--- src/rtl/dmaReqPkg.sv ---
package dmaReqPkg;
  typedef struct packed {
    logic acceptEn;
    logic drainReq;
    logic loadCfg;
  } ctrlStrb_t;
endpackage

--- src/rtl/dmaReqData.sv ---
module dmaReqData
  import dmaReqPkg::*;
#(
  parameter int CNT_W      = 16,
  parameter int OPER_BYTES = 16,
  parameter int SMALL_CAP  = 128,
  parameter int LARGE_CAP  = 960
) (
  input  logic             clk,
  input  logic             rstN,
  input  ctrlStrb_t        strb,
  input  logic [CNT_W-1:0] totalBytes,
  input  logic             largeBuf,
  output logic             roomNext,
  output logic             chunkEnd,
  output logic             xferEnd,
  output logic             bufFull
);
  localparam logic [CNT_W-1:0] OPB  = CNT_W'(OPER_BYTES);
  localparam logic [CNT_W-1:0] CAPS = CNT_W'(SMALL_CAP);
  localparam logic [CNT_W-1:0] CAPL = CNT_W'(LARGE_CAP);

  logic             largeReg;
  logic [CNT_W-1:0] totReg, accCnt, chunkCnt, occ;
  logic [CNT_W-1:0] capNow, capNext, totNext, accNext, chunkNext, occNext;
  logic [CNT_W-1:0] inc, dec, freeNext, remNext, lenNext;
  logic [CNT_W:0]   occSum;

  assign capNow  = largeReg ? CAPL : CAPS;
  assign inc     = strb.acceptEn ? OPB : '0;
  assign dec     = (strb.drainReq && occ != '0) ? OPB : '0;
  assign xferEnd  = strb.acceptEn && (accCnt + OPB == totReg);
  assign chunkEnd = strb.acceptEn && ((chunkCnt + OPB == capNow) || (accCnt + OPB == totReg));

  always_comb begin
    capNext   = strb.loadCfg ? (largeBuf ? CAPL : CAPS) : capNow;
    totNext   = strb.loadCfg ? totalBytes : totReg;
    accNext   = strb.loadCfg ? '0 : accCnt + inc;
    chunkNext = (strb.loadCfg || chunkEnd) ? '0 : chunkCnt + inc;
    occSum    = {1'b0, occ} + {1'b0, inc} - {1'b0, dec};
    occNext   = (occSum > {1'b0, capNext}) ? capNext : occSum[CNT_W-1:0];
    freeNext  = capNext - occNext;
    remNext   = totNext - accNext;
    lenNext   = (capNext < remNext) ? capNext : remNext;
    roomNext  = freeNext >= lenNext;
  end

  always_ff @(posedge clk) begin
    if (!rstN) begin
      largeReg <= 1'b0;
      totReg   <= '0;
      accCnt   <= '0;
      chunkCnt <= '0;
      occ      <= '0;
    end else begin
      largeReg <= strb.loadCfg ? largeBuf : largeReg;
      totReg   <= totNext;
      accCnt   <= accNext;
      chunkCnt <= chunkNext;
      occ      <= occNext;
    end
  end

  assign bufFull = (occ == capNow);

  AST_OCC_SAT: assert property (@(posedge clk) disable iff (!rstN) occ <= capNow);
  AST_ACC_BOUND: assert property (@(posedge clk) disable iff (!rstN) accCnt <= totReg);
  AST_CHUNK_BOUND: assert property (@(posedge clk) disable iff (!rstN) chunkCnt < capNow);
  AST_DRAIN_EMPTY: assert property (@(posedge clk) disable iff (!rstN)
    (occ == '0 && !strb.acceptEn) |=> occ == '0);
endmodule

--- src/rtl/dmaReqCtrl_fsm.sv ---
module dmaReqCtrl_fsm
  import dmaReqPkg::*;
#(
  parameter int CNT_W      = 16,
  parameter int LINE_W     = 12,
  parameter int OPER_BYTES = 16
) (
  input  logic              clk,
  input  logic              rstN,
  input  logic              startPulse,
  input  logic [CNT_W-1:0]  totalBytes,
  input  logic              contMode,
  input  logic              largeBuf,
  input  logic [LINE_W-1:0] lineWidth,
  input  logic              opAccept,
  input  logic              drainPulse,
  input  logic              roomNext,
  input  logic              chunkEnd,
  input  logic              xferEnd,
  output ctrlStrb_t         strb,
  output logic              dmaReq,
  output logic              xferDone,
  output logic              cfgErr
);
  localparam logic [CNT_W-1:0] OPB = CNT_W'(OPER_BYTES);

  logic active, inBurst, contReg, doneQ, errQ;
  logic widthOk, sizeOk, cfgGood, tryStart;

  assign widthOk  = largeBuf || !contMode ||
                    lineWidth == LINE_W'(32) || lineWidth == LINE_W'(64);
  assign sizeOk   = (totalBytes != '0) && ((totalBytes % OPB) == '0);
  assign cfgGood  = widthOk && sizeOk;
  assign tryStart = startPulse && !active;

  always_comb begin
    strb.acceptEn = opAccept && inBurst;
    strb.drainReq = drainPulse;
    strb.loadCfg  = tryStart && cfgGood;
  end

  always_ff @(posedge clk) begin
    if (!rstN) begin
      active  <= 1'b0;
      inBurst <= 1'b0;
      contReg <= 1'b0;
      doneQ   <= 1'b0;
      errQ    <= 1'b0;
    end else begin
      doneQ <= 1'b0;
      if (tryStart) begin
        if (cfgGood) begin
          active  <= 1'b1;
          errQ    <= 1'b0;
          contReg <= contMode;
          inBurst <= contMode ? 1'b1 : roomNext;
        end else begin
          errQ <= 1'b1;
        end
      end else if (active) begin
        if (xferEnd) begin
          active  <= 1'b0;
          inBurst <= 1'b0;
          doneQ   <= 1'b1;
        end else if (contReg) begin
          inBurst <= 1'b1;
        end else begin
          inBurst <= (inBurst && !chunkEnd) || roomNext;
        end
      end
    end
  end

  assign dmaReq   = inBurst;
  assign xferDone = doneQ;
  assign cfgErr   = errQ;

  AST_REQ_ACTIVE: assert property (@(posedge clk) disable iff (!rstN) inBurst |-> active);
  AST_DONE_ONE: assert property (@(posedge clk) disable iff (!rstN) doneQ |=> !doneQ);
  AST_CONT_HOLD: assert property (@(posedge clk) disable iff (!rstN)
    (active && contReg && !xferEnd) |=> inBurst);
  AST_ERR_NOREQ: assert property (@(posedge clk) disable iff (!rstN) errQ |-> !inBurst);
  AST_END_DROP: assert property (@(posedge clk) disable iff (!rstN) xferEnd |=> !inBurst && doneQ);
endmodule

--- src/rtl/dmaReqCtrl.sv ---
module dmaReqCtrl
  import dmaReqPkg::*;
#(
  parameter int CNT_W      = 16,
  parameter int LINE_W     = 12,
  parameter int OPER_BYTES = 16,
  parameter int SMALL_CAP  = 128,
  parameter int LARGE_CAP  = 960
) (
  input  logic              clk,
  input  logic              rstN,
  input  logic              startPulse,
  input  logic [CNT_W-1:0]  totalBytes,
  input  logic              contMode,
  input  logic              largeBuf,
  input  logic [LINE_W-1:0] lineWidth,
  input  logic              opAccept,
  input  logic              drainPulse,
  output logic              dmaReq,
  output logic              bufFull,
  output logic              xferDone,
  output logic              cfgErr
);
  ctrlStrb_t strb;
  logic roomNext, chunkEnd, xferEnd;

  dmaReqCtrl_fsm #(.CNT_W(CNT_W), .LINE_W(LINE_W), .OPER_BYTES(OPER_BYTES)) uCtrl (
    .clk(clk), .rstN(rstN), .startPulse(startPulse), .totalBytes(totalBytes),
    .contMode(contMode), .largeBuf(largeBuf), .lineWidth(lineWidth),
    .opAccept(opAccept), .drainPulse(drainPulse), .roomNext(roomNext),
    .chunkEnd(chunkEnd), .xferEnd(xferEnd), .strb(strb), .dmaReq(dmaReq),
    .xferDone(xferDone), .cfgErr(cfgErr)
  );

  dmaReqData #(.CNT_W(CNT_W), .OPER_BYTES(OPER_BYTES), .SMALL_CAP(SMALL_CAP),
               .LARGE_CAP(LARGE_CAP)) uData (
    .clk(clk), .rstN(rstN), .strb(strb), .totalBytes(totalBytes),
    .largeBuf(largeBuf), .roomNext(roomNext), .chunkEnd(chunkEnd),
    .xferEnd(xferEnd), .bufFull(bufFull)
  );
endmodule

--- config.mk ---
export PLATFORM = sky130hd
export DESIGN_NAME = dmaReqCtrl
export DESIGN_NICKNAME = d
export VERILOG_FILES = /design/src/rtl/dmaReqPkg.sv /design/src/rtl/dmaReqData.sv /design/src/rtl/dmaReqCtrl_fsm.sv /design/src/rtl/dmaReqCtrl.sv
export SDC_FILE = /design/constraint.sdc
export NUM_CORES = 1
export LEC_CHECK = 0
export ABC_AREA = 0
export BUFFER_PORTS_ARGS = -buffer_cell sky130_fd_sc_hd__buf_4
export CAP_MARGIN = 0
export CORE_MARGIN = 5
export CORE_UTILIZATION = 44
export CTS_BUF_LIST = sky130_fd_sc_hd__clkbuf_16
export CTS_CLUSTER_DIAMETER = 200
export DETAILED_ROUTE_END_ITERATION = 6
export GPL_TIMING_DRIVEN = 0
export SYNTH_ARGS = -nofsm -noshare
export SYNTH_HDL_FRONTEND = slang
export SYNTH_HIERARCHICAL = 1
export SYNTH_SLANG_ARGS = --single-unit
--- constraint.sdc ---
create_clock -name clk -period 12.5 [get_ports clk]
set_clock_uncertainty 0.05 [all_clocks]
set_input_delay 3.75 -clock clk [delete_from_list [all_inputs] [get_ports clk]]
set_output_delay 3.75 -clock clk [all_outputs]
set_load 0.05 [all_outputs]
==> metrics.md <==
| Metric | Value |
|---|---|
| Status | `finished clean` |
| Max Buffers Root-to-Sink | `2` |
| Setup Buffers After CTS | `0` |
| Maximum capacitance violations | `0` |
| Most frequent CP cell | `a21oi_1` |
| Hold Crit Class | `flip-flop to flip-flop` |
| DR pass1 iterations | `5` |
| FF-to-FF Start | `uData/occ[15]$_SDFF_PN0_` |
| Clock-pin slew on the worst setup and hold paths | `~60 ps` |
| First-pass GRT wire length | `approximately 25 mm` |
| GPL Wtd Cong | `0.859` |
| Hold path start | `uCtrl/contReg$_SDFFE_PN0P_` |
| Crit Path Class | `input pin to flip-flop` |
| Die Wd | `124 µm` |
| Area taken by multi-input logic gates | `4240 µm²` |
| CTS root buf | `clkbuf_16` |
| Fin area | `6620 µm²` |
| Most used DFF post-synth | `dfxtp_1` |
| Critical path's largest stage delay | `520 ps` |
| CTS tree | `yes` |
| Initial antenna violation count | `1` |
| Critical path arrival | `about 12000 ps` |
| Synth Cell Area | `5770 µm²` |
| Worst slew pin tran | `between 1000 and 1500 ps` |
| Top-level port count | `39` |
| Placed wire-length estimate | `11.6 mm` |
| Synth Register Bits | `66` |
| Synth warn | `6` |
| CP startpoint kind | `input pin` |
| Minimum clock period | `11460 ps` |
| R2r worst-path depth | `39` |
| Worst vdd ir | `0.0655 mV` |
| Largest net degree at the start of global routing | `13` |
| CP endpoint kind | `flip-flop` |
| N_diodes | `0` |
| Setup tns final | `0 ps` |
| Commonest non-fill, non-tap cells in the layout | `71 x nor2_1, 67 x ha_1, 66 x dfxtp_1, 44 x inv_1, 42 x a21oi_1` |
| Slowest-stage cell, CP | `nor4_4` |
| FFs w/ async S/R, synth | `0%` |
| Syn avg cell area | `8.09 µm²` |
| DRT iter0 DRCs | `291` |
| RSZ-0062 raised after global routing | `no` |
| Cell family with most CP delay | `compound AO/OA/AOI/OAI gates` |
| Fill cells | `1265` |
| Final Util | `roughly half` |
| H-tree depth reported by CTS | `3` |
| Power Total | `between 500 and 600 µW` |
| Die Ht | `between 100 and 150 µm` |
| Starting Density | `45.3%` |
| Final ANT Viol Nets | `0` |
| Sequential element share of the synthesized area | `22.9%` |
| FP Rows | `just over 40` |
| Register area | `approximately 1300 µm²` |
| Pwr per Cell Area | `90.5 nW/µm²` |
| Final Hold Viols | `0` |
| Clock sinks | `66` |
| Vias | `approximately 5200` |
| Layout area overhead | `14.7%` |
| Die footprint | `15500 µm²` |
| Crit path from | `totalBytes[1]` |
| CP Max Fanout | `19` |
| GR Overflow Total | `0` |
| Core Footprint | `roughly 13000 µm²` |
| Vias per std cell | `about 5.5` |
| Slew headroom | `between 30% and 40%` |
| Post-Syn Instances | `713` |
| Layout cell share with drive strength beyond 1 | `12.4%` |
| Residual DRC | `0` |
| Placed inst area | `6300 µm²` |
| Slew Viols, Final | `0` |
| EDFF count, synth | `0` |
| Final WL | `14.4 mm` |
| Routed length per instance | `15.2 µm` |
| Number of distinct library cells after synthesis | `80` |
| Endpoints failing setup | `0` |
| Vias in the first global route | `5139` |
| Overall global routing resource usage | `19.1%` |
| # hold bufs at CTS | `0` |
| Number of buffers created by CTS | `9` |
| Final hold slack | `422 ps` |
| Cell count along the critical path | `35` |
| Worst-Skew Late Latency | `340 ps` |
| Port buffer count | `37` |
| Max frequency | `87.3 MHz` |
| Data required, critical path | `roughly 13000 ps` |
| Commonest non-fill, non-tap cell in the layout | `nor2_1` |
| Tcrit/Tclk final | `about nine tenths` |
| CTS resizes | `0` |
| Leakage power | `0.00286 µW` |
| Number of buffers and inverters on the critical path | `4` |
| Hold path depth | `1` |
| Layout Nets | `874` |
==> layout make-up <==
| class | instances | area share (%) |
|---|---|---|
| multi-input cells | 595 | 64.2 |
| flip-flops and latches | 66 | 20.0 |
| repair buffers | 37 | 4.20 |
| clock buffers | 9 | 3.40 |
| well taps | 172 | 3.25 |
| inverters | 44 | 2.50 |
| clock inverters | 7 | 1.42 |
| plain buffers | 17 | 1.10 |
==> sequential cells by signal (all words and copies together) (netlist names) <==
| signal | cells |
|---|---|
| uCtrl/xferDone | 1 |
| uCtrl/cfgErr | 1 |
| uData/accCnt | 16 |
| uCtrl/active | 1 |
| uData/occ | 16 |
| uCtrl/dmaReq | 1 |
| uCtrl/contReg | 1 |
| uData/chunkCnt | 12 |
| uData/largeReg | 1 |
| uData/totReg | 16 |
==> worst register-to-register path, delay by kind of cell (launching register included) <==
| kind | cells | cell delay (ps) |
|---|---|---|
| AO/OA/AOI/OAI | 17 | 3470 |
| XOR/XNOR | 1 | 300 |
| adder cells (fa/ha/maj) | 6 | 1780 |
| buffers and inverters | 3 | 190 |
| flip-flops | 1 | 350 |
| multiplexers | 1 | 90 |
| AND/OR/NAND/NOR | 11 | 1950 |
==> cell usage after synthesis, types with 7 or more instances <==
| cell type | n | area share [%] |
|---|---|---|
| nor2_1 | 71 | 4.6 |
| ha_1 | 67 | 15 |
| dfxtp_1 | 66 | 23 |
| inv_1 | 43 | 2.8 |
| a21oi_1 | 42 | 3.6 |
| xnor2_1 | 38 | 5.8 |
| nand2_1 | 35 | 2.3 |
| o21ai_0 | 30 | 2.6 |
| xor2_1 | 28 | 4.3 |
| nand2b_1 | 24 | 2.6 |
| nand3_1 | 22 | 1.9 |
| and2_1 | 18 | 2.0 |
| nor2b_1 | 17 | 1.8 |
| nand4_1 | 16 | 1.7 |
| clkbuf_1 | 15 | 0.98 |
| mux2_2 | 15 | 2.9 |
| nor3_1 | 13 | 1.1 |
| and3_1 | 12 | 1.3 |
| a21o_1 | 11 | 1.4 |
| nor4_1 | 11 | 1.2 |
| a31oi_1 | 7 | 0.76 |
| o31ai_1 | 7 | 0.91 |
==> layer usage <==
layer	GRT usage (%)	share of wire, %
met1	26.2	50
met2	30.3	44
met3	4.63	4.5
met4	4.06	0.96
met5	0	0.090
==> final timing paths <==
path | end | slack, ps
max | uCtrl/dmaReq$_SDFFE_PN0P_ | 1040
min | uCtrl/contReg$_SDFFE_PN0P_ | 420
max reg2reg | uCtrl/dmaReq$_SDFFE_PN0P_ | 4200
min reg2reg | uCtrl/contReg$_SDFFE_PN0P_ | 420
==> power by group <==
group	switching [µW]	leakage (µW)	internal, µW
registers	1.84	0.000535	213
logic	61.2	0.00216	49.8
clock network	98.6	0.000157	174
total	162	0.00286	437
==> cell families after synthesis <==
group	synth area share, %
AND/OR/NAND/NOR	26.4
AO/OA/AOI/OAI	17.2
adder cells (fa/ha/maj)	15.2
XOR/XNOR	10.0
flip-flops	22.9
buffers and inverters	4.12
multiplexers	3.97
other	0.130
==> through the flow <==
stage	instances	setup slack, ps
after floorplan	723	1940
after global placement	932	198
after detailed placement	932	12.4
after CTS	948	341
after global routing	947	49.4
final	947	1040
Power figures use the tool's default switching activity.
